==> config.mk <==
export PLATFORM = sky130hd
export DESIGN_NAME = modtmr_top
export DESIGN_NICKNAME = d
export VERILOG_FILES = /design/src/rtl/modtmr_pkg.sv /design/src/rtl/modtmr_prescale.sv /design/src/rtl/modtmr_edge_sync.sv /design/src/rtl/modtmr_count.sv /design/src/rtl/modtmr_top.sv
export SDC_FILE = /design/constraint.sdc
export NUM_CORES = 1
export LEC_CHECK = 0
export ABC_AREA = 1
export BUFFER_PORTS_ARGS = -buffer_cell sky130_fd_sc_hd__buf_2
export CORE_UTILIZATION = 30
export DETAILED_ROUTE_END_ITERATION = 6
export HOLD_SLACK_MARGIN = 0.05
export PLACE_DENSITY = 0.47
export SLEW_MARGIN = 20
export SYNTH_ARGS = -nofsm -noshare
export SYNTH_HDL_FRONTEND = slang
export SYNTH_SLANG_ARGS = --single-unit
export TNS_END_PERCENT = 1
==> constraint.sdc <==
create_clock -name clk -period 1.65 [get_ports clk]
set_input_delay 0.165 -clock clk [delete_from_list [all_inputs] [get_ports clk]]
set_output_delay 0.165 -clock clk [all_outputs]
set_load 0.1 [all_outputs]
==> src/rtl/modtmr_pkg.sv <==
package modtmr_pkg;

  localparam int ADDR_W = 3;
  localparam int DATA_W = 8;

  localparam logic [ADDR_W-1:0] REG_CTRL   = 3'd0;
  localparam logic [ADDR_W-1:0] REG_CNT_HI = 3'd1;
  localparam logic [ADDR_W-1:0] REG_CNT_LO = 3'd2;
  localparam logic [ADDR_W-1:0] REG_MOD_HI = 3'd3;
  localparam logic [ADDR_W-1:0] REG_MOD_LO = 3'd4;

  localparam int BIT_FLAG = 7;
  localparam int BIT_IE   = 6;
  localparam int BIT_HALT = 5;
  localparam int BIT_CLR  = 4;

endpackage

==> src/rtl/modtmr_prescale.sv <==
module modtmr_prescale #(
  parameter int SEL_W = 3
) (
  input  logic             clk,
  input  logic             rst_n,
  input  logic             run,
  input  logic             clr,
  input  logic [SEL_W-1:0] code,
  output logic             tick
);
  localparam int N_CODES = 1 << SEL_W;
  localparam int N_DIV   = N_CODES - 1;   // codes that select a divide ratio
  localparam int DIV_W   = N_DIV - 1;     // divider width for the largest ratio

  logic [DIV_W-1:0]   div_q, div_d;
  logic [N_CODES-1:0] tap;

  always_comb begin
    div_d = div_q;
    if (clr)      div_d = '0;
    else if (run) div_d = div_q + DIV_W'(1);
  end

  always_ff @(posedge clk or negedge rst_n) begin
    if (!rst_n) div_q <= '0;
    else        div_q <= div_d;
  end

  assign tap[0]       = 1'b1;
  assign tap[N_DIV]   = 1'b0;   // the all-ones code takes no tap
  generate
    for (genvar k = 1; k < N_DIV; k++) begin : g_tap
      assign tap[k] = &div_q[k-1:0];
    end
  endgenerate

  assign tick = tap[code];

endmodule

==> src/rtl/modtmr_edge_sync.sv <==
module modtmr_edge_sync #(
  parameter int STAGES = 2
) (
  input  logic clk,
  input  logic rst_n,
  input  logic pin,
  output logic rise
);
  logic [STAGES:0] sh_q, sh_d;

  always_comb sh_d = {sh_q[STAGES-1:0], pin};

  always_ff @(posedge clk or negedge rst_n) begin
    if (!rst_n) sh_q <= '0;
    else        sh_q <= sh_d;
  end

  assign rise = sh_q[STAGES-1] & ~sh_q[STAGES];

endmodule

==> src/rtl/modtmr_count.sv <==
module modtmr_count #(
  parameter int CNT_W = 16
) (
  input  logic             clk,
  input  logic             rst_n,
  input  logic             clr,
  input  logic             step,
  input  logic [CNT_W-1:0] modulo,
  output logic [CNT_W-1:0] count,
  output logic             wrap
);
  logic [CNT_W-1:0] cnt_q, cnt_d;

  assign wrap = step & ~clr & (cnt_q == modulo);

  always_comb begin
    cnt_d = cnt_q;
    if (clr)       cnt_d = '0;
    else if (wrap) cnt_d = '0;
    else if (step) cnt_d = cnt_q + CNT_W'(1);
  end

  always_ff @(posedge clk or negedge rst_n) begin
    if (!rst_n) cnt_q <= '0;
    else        cnt_q <= cnt_d;
  end

  assign count = cnt_q;

endmodule

==> src/rtl/modtmr_top.sv <==
module modtmr_top
  import modtmr_pkg::*;
#(
  parameter int CNT_W       = 16,   // two data bytes
  parameter int SEL_W       = 3,
  parameter int SYNC_STAGES = 2
) (
  input  logic              clk,
  input  logic              rst_n,
  input  logic              rd_en,
  input  logic              wr_en,
  input  logic [ADDR_W-1:0] addr,
  input  logic [DATA_W-1:0] wdata,
  output logic [DATA_W-1:0] rdata,
  input  logic              ext_clk_pin,
  output logic              pin_input_force,
  output logic              irq
);
  localparam logic [SEL_W-1:0] EXT_CODE = '1;

  logic              ie_q, ie_d;
  logic              halt_q, halt_d;
  logic [SEL_W-1:0]  code_q, code_d;
  logic              flag_q, flag_d;
  logic              armed_q, armed_d;
  logic [CNT_W-1:0]  mod_q, mod_d;
  logic [DATA_W-1:0] lo_cap_q, lo_cap_d;
  logic              cap_vld_q, cap_vld_d;

  logic wr_ctrl, rd_ctrl, clr_pulse, flag_clr_try;
  logic ext_sel, ext_rise, pre_tick, cnt_step, wrap;
  logic [CNT_W-1:0]  count;
  logic [DATA_W-1:0] rd_mux;
  logic unused_bits;

  assign unused_bits = wdata[3];

  assign wr_ctrl      = wr_en & (addr == REG_CTRL);
  assign rd_ctrl      = rd_en & (addr == REG_CTRL);
  assign clr_pulse    = wr_ctrl & wdata[BIT_CLR];
  assign flag_clr_try = wr_ctrl & ~wdata[BIT_FLAG];
  assign ext_sel      = (code_q == EXT_CODE);

  modtmr_prescale #(.SEL_W(SEL_W)) u_pre (
    .clk  (clk),
    .rst_n(rst_n),
    .run  (~halt_q & ~ext_sel),
    .clr  (clr_pulse),
    .code (code_q),
    .tick (pre_tick)
  );

  modtmr_edge_sync #(.STAGES(SYNC_STAGES)) u_sync (
    .clk  (clk),
    .rst_n(rst_n),
    .pin  (ext_clk_pin),
    .rise (ext_rise)
  );

  assign cnt_step = ~halt_q & (ext_sel ? ext_rise : pre_tick);

  modtmr_count #(.CNT_W(CNT_W)) u_cnt (
    .clk   (clk),
    .rst_n (rst_n),
    .clr   (clr_pulse),
    .step  (cnt_step),
    .modulo(mod_q),
    .count (count),
    .wrap  (wrap)
  );

  // control and modulo next state
  always_comb begin
    ie_d   = ie_q;
    halt_d = halt_q;
    code_d = code_q;
    mod_d  = mod_q;
    if (wr_ctrl) begin
      ie_d   = wdata[BIT_IE];
      halt_d = wdata[BIT_HALT];
      code_d = wdata[SEL_W-1:0];
    end
    if (wr_en && addr == REG_MOD_HI) mod_d[CNT_W-1 -: DATA_W] = wdata;
    if (wr_en && addr == REG_MOD_LO) mod_d[DATA_W-1:0]        = wdata;
  end

  // overflow flag with read-then-write clear; a wrap wins
  always_comb begin
    flag_d  = flag_q;
    armed_d = armed_q;
    if (rd_ctrl && flag_q) armed_d = 1'b1;
    if (flag_clr_try) begin
      if (armed_q) flag_d = 1'b0;
      armed_d = 1'b0;
    end
    if (wrap) flag_d = 1'b1;
  end

  // low-byte capture for coherent two-byte reads
  always_comb begin
    lo_cap_d  = lo_cap_q;
    cap_vld_d = cap_vld_q;
    if (rd_en && addr == REG_CNT_HI) begin
      lo_cap_d  = count[DATA_W-1:0];
      cap_vld_d = 1'b1;
    end else if (rd_en && addr == REG_CNT_LO) begin
      cap_vld_d = 1'b0;
    end
  end

  always_ff @(posedge clk or negedge rst_n) begin
    if (!rst_n) begin
      ie_q      <= 1'b0;
      halt_q    <= 1'b1;
      code_q    <= '0;
      flag_q    <= 1'b0;
      armed_q   <= 1'b0;
      mod_q     <= '1;
      lo_cap_q  <= '0;
      cap_vld_q <= 1'b0;
    end else begin
      ie_q      <= ie_d;
      halt_q    <= halt_d;
      code_q    <= code_d;
      flag_q    <= flag_d;
      armed_q   <= armed_d;
      mod_q     <= mod_d;
      lo_cap_q  <= lo_cap_d;
      cap_vld_q <= cap_vld_d;
    end
  end

  always_comb begin
    rd_mux = '0;
    case (addr)
      REG_CTRL: begin
        rd_mux[BIT_FLAG]    = flag_q;
        rd_mux[BIT_IE]      = ie_q;
        rd_mux[BIT_HALT]    = halt_q;
        rd_mux[SEL_W-1:0]   = code_q;
      end
      REG_CNT_HI: rd_mux = count[CNT_W-1 -: DATA_W];
      REG_CNT_LO: rd_mux = cap_vld_q ? lo_cap_q : count[DATA_W-1:0];
      REG_MOD_HI: rd_mux = mod_q[CNT_W-1 -: DATA_W];
      REG_MOD_LO: rd_mux = mod_q[DATA_W-1:0];
      default:    rd_mux = '0;
    endcase
  end

  assign rdata           = rd_en ? rd_mux : '0;
  assign pin_input_force = ext_sel;
  assign irq             = flag_q & ie_q;

endmodule

# == Word level (Yosys, flattened, before mapping) ==
# Cells that the tools add are included.
# word_totals
register_bits,57
out_inout_bits,10
word_cells,74
# op_classes
addsub,2
n_lt_le_gt_ge,1
eq_ne,6
muxes,20
n_bitwise,15
n_reduce_logical,18
# ops
operator,n
$mux W16,3
$pmux W3 S5,2
$add A16 B1 Y16 const B,1
$eq A16 B16 Y1,1
$mux W8,2
$mux W6,2
$and A1 B1 Y1,10
$reduce_bool A2 Y1,5
$mux W1,9
$pmux W2 S4,1
$add A6 B1 Y6 const B,1
$eq A3 B2 Y1 const B,2
$eq A3 B3 Y1 const B,2
$reduce_and A6 Y1,1
$logic_and A1 B1 Y1,5
$not A1 Y1,5
$reduce_and A5 Y1,1
$lt A3 B4 Y1 const B,1
$reduce_and A2 Y1,2
$reduce_and A4 Y1,1
$bmux W1 S3,1
$eq A3 B1 Y1 const B,1
$logic_not A3 Y1,1
$reduce_and A3 Y1,1
$reduce_bool A3 Y1,1

# == Longest topological paths before layout ==
# logic_depth
word_depth,9
ltp_mapped,12

# == Cells and area by module ==
# A second synthesis with hierarchy kept.
# hier_totals
hier_cells,521
area_unflattened_um2,3731.1
# modules_own_cells
mod,instances,cells_each,area_each_um2,seq_area_each_um2
modtmr_top,1,235,1880.6,822.0
modtmr_count,1,219,1322.5,400.4
modtmr_prescale,1,62,442.9,150.1
modtmr_edge_sync,1,5,85.1,75.1

# == Worst setup path after synthesis ==
# Ideal clock, no wire load.
# synth_path
path_type,register -> output
start,reg cap_vld_q
end,out rdata[0]
t_arrival_ns,2.184
required_time_ns,1.485
setup_slack_ns,-0.699
path_stages_with_launch,7
cell_sequence,dfrtp_1 clkbuf_1 inv_1 nand2_1 a21oi_1 nor3_1 nor2_1
# synth_between
elab_chain_len,3
# synth_lines
item,line_no,source
from (decl),modtmr_top.sv:28,"logic cap_vld_q, cap_vld_d;"
from (signal assigned),modtmr_top.sv:129,cap_vld_q <= cap_vld_d;
$mux W8,modtmr_top.sv:143,REG_CNT_LO: rd_mux = cap_vld_q ? lo_cap_q : count[DATA_W-1:0];
$pmux W3 S5,modtmr_top.sv:135,case (addr)
$mux W8,modtmr_top.sv:150,assign rdata = rd_en ? rd_mux : '0;
to (decl),modtmr_top.sv:14,"output logic [DATA_W-1:0] rdata,"
# No other way between the ends.

# == Worst setup path in the final report ==
# layout_path
start,reg cap_vld_q
end,out rdata[7]
# The elaborated chain is that of the path after synthesis.

==> metrics.md <==
| Metric | Value |
|---|---|
| Status | `finished with violations` |
| Failing checks | `setup timing` |
| Top post-synthesis cells by area | `dfrtp_1 29%, nand2_1 20%, dfstp_2 13%, inv_1 7.0%, o21ai_0 5.1%` |
| Core ar. | `10980 sq um` |
| # setup viols final | `23` |
| Min-delay src | `wdata[1]` |
| CP endpoint kind | `output port` |
| Slowest-stage cell, CP | `dfrtp_1` |
| Worst Skew | `0.009412 ns` |
| Yosys cell types | `31` |
| Post-layout util | `43.01%` |
| Post-Syn Area | `3440 sq um` |
| Switch share | `35.06%` |
| Vias in the first global route | `3224` |
| Most numerous cell in the Yosys netlist | `nand2_1` |
| Combinational power share | `31.7%` |
| Worst Path Class, Setup | `reg -> out` |
| Initial drt markers | `164` |
| Sequential share of power | `35.0%` |
| Sequential share of the synthesized area | `42.09%` |
| GR Layer Usage met3 | `4.483%` |
| Clock-pin slew on the worst setup and hold paths | `0.05 ns` |
| Met2 GRT Util | `29.87%` |
| CP Launch Type | `flip-flop` |
| Final nets | `585` |
| Post-synth ARST share | `100.0%` |
| WHS | `0.07521 ns` |
| Ys flop type | `dfrtp_1` |
| WL final | `10390 microns` |
| EDFF count, synth | `0` |
| Pint | `3.623 mW` |
| CP Cell Sequence | `inv_2 > nand2_1 > a21oi_2 > nor4_2 > buf_4 > nor2_4 > buf_12` |
| Max Fclk | `0.5529 GHz` |
| Total GRT Usage | `19.25%` |
| Commonest cells post-synth | `180 x nand2_1, 64 x inv_1, 45 x nor2_1` |
| Crit. Startpoint | `cap_vld_q` |
| Clock Latency Late Sink | `0.33 ns` |
| Final ANT Viol Nets | `0` |
| WL/cell | `14.63 microns` |
| Worst Max-Slew Pin Slew | `0.5653 ns` |
| H-Tree Depth | `3` |
| Area delta synth->final | `37.32%` |
| Post-synthesis instance total | `489` |
| Shortest period the worst path allows | `1.809 ns` |
| RSZ-0062 raised after global routing | `yes` |
| Fill count | `1132` |
| Net Sw Power | `1.956 mW` |
| Detail Placement HPWL | `7790 microns` |
| DR vias/cell | `4.610` |
| Clock sink count | `57` |
| Share of the synthesized area in the top cell type | `29.10%` |
| GPL Wtd Cong | `0.9164` |
| Multi-input gate area | `1861 sq um` |
| Met1 Track Usage GR | `27.15%` |
| CP Data Required Time | `1.48 ns` |
| CTS root buffer | `clkbuf_16` |
| Port-buffer cells | `25` |
| Initial antenna violation count | `0` |
| CP max stage delay | `0.39 ns` |
| I/O Pins | `26` |
| Worst VDD drop | `0.6273 mV` |
| Syn_area_per_cell | `7.034 sq um` |
| Via count | `3273` |
| Period utilization | `109.6%` |
| Syn_nets | `509` |
| Final hold vios | `0` |
| Yosys reg bits | `57` |
| Dominant cell type by area after synthesis | `dfrtp_1` |
| Static Leak | `2.245 nW` |
| Setup slack after layout | `-0.1588 ns` |
| Max Slew Vio Count | `0` |
| DIE AREA | `11900 sq um` |
| First-pass GRT wire length | `17060 microns` |
| Gr ovfl total | `0` |
| Max clock buf depth | `2` |
| # DRC | `0` |
| # rows | `38` |
| Global routing's busiest layer | `met2` |
| Max cap viols | `0` |
| Hold Path Class | `in -> reg` |
| Share of post-route cells with drive strength above 1 | `27.72%` |
| Diode count | `0` |
| YS warnings | `0` |
| Pre-antenna DRT Iters | `5` |
| WP data arrival | `1.64 ns` |
| CP Max Fanout | `6` |
| CTS tree | `done` |
| Initial cell density of the core | `31.32%` |
| Die width | `109.1 microns` |
| Total CTS buffers | `9` |
| PD cells | `1181 nW/um^2` |
| Register area | `1449 sq um` |
| Max_slew headroom | `62.22%` |
| Clock network power share | `33.4%` |
| Reg2Reg Launch Point | `u_pre.div_q[0]` |
| Largest net degree at the start of global routing | `58` |
| Height of the die | `109.1 microns` |
-- final timing paths --
| check | slack, ns | cells after the start | to |
|---|---|---|---|
| setup / recovery | -0.16 | 7 | rdata[7] |
| hold / removal | 0.08 | 3 | mod_q[1] |
| setup reg to reg | -0.06 | 12 | u_cnt.count[1] |
| hold reg to reg | 0.37 | 0 | u_sync.sh_q[1] |
| max in group asynchronous | 0.97 | 3 | mod_q[3] |
| min in group asynchronous | 0.37 | 3 | u_sync.sh_q[0] |
-- power groups by stage --
stage	Sequential (mW)	Clock (mW)	Combinational, mW
2_1_floorplan	1.89	0	0.986
3_3_place_gp	1.95	0	1.58
3_5_place_dp	1.95	0	1.59
4_1_cts	1.94	1.89	1.71
5_1_grt	1.99	1.96	1.96
6_report	1.95	1.86	1.77
-- area by class of cell --
class	count	share of cell area, %
multi-input combinational	354	39.39
sequential	57	30.68
timing repair buffer	77	14.65
inverter	66	5.298
clock buffer	10	5.060
tap	140	3.709
clock inverter	6	1.219
-- cell families after synthesis --
logic type,Yosys count,share of synthesized area (%)
flops,57,42.09
buf+inv,78,9.349
compound gates,66,10.91
xor+xnor,13,3.310
fa+ha+maj,4,1.455
simple gates,271,32.88
-- cell usage in the layout (no fill, tap or decap), drive strengths merged, types with 12 or more instances in the layout --
cell type,instances
a21oi,15
buf,75
dfrtp,40
dfstp,17
inv,65
nand2,183
nand3,25
nor2,50
o21ai,36
o22ai,12
xor2,13
-- what timing repair did --
item,in CTS,in global routing
pin swaps,12,9
hold buffers,2,0
buffers inserted,0,2
resized for setup,31,12
hold endpoints to repair,41,0
endpoints found under the setup margin,25,25
-- stage by stage --
step | cell area (sq um) | total power, mW | setup slack [ns] | setup TNS [ns] | std cells
after floorplan | 3465 | 2.874 | -0.2354 | -2.392 | 489
after global placement | 4212 | 3.527 | -0.1783 | -2.540 | 690
after detailed placement | 4212 | 3.544 | -0.2060 | -2.816 | 690
after CTS | 4658 | 5.534 | -0.1592 | -1.147 | 708
after global routing | 4723 | 5.912 | -0.2285 | -3.925 | 710
final | 4723 | 5.579 | -0.1588 | -1.664 | 710
-- state kept, by name (all words and copies together), names as in the netlist --
signal and flops:
flag_q 1, halt_q 1, armed_q 1, ie_q 1, code_q 3, cap_vld_q 1
u_pre.div_q 6, mod_q 16, lo_cap_q 8, u_cnt.count 16, u_sync.sh_q 3
-- worst max-delay path: cells and delay by family (launching register included) --
family	cells	cell delay (ns)
buffers and inverters	3	0.46
flip-flops	1	0.39
AND/OR/NAND/NOR	3	0.25
AO/OA/AOI/OAI	1	0.22
-- per-layer routing --
| layer | routed length, microns | up-vias |
|---|---|---|
| met5 | 0 | - |
| met4 | 64 | 0 |
| met3 | 397 | 4 |
| met2 | 4671 | 50 |
| met1 | 5253 | 1526 |
| li1 | - | 1693 |
Note: power is estimated with default switching activity, not from simulation.
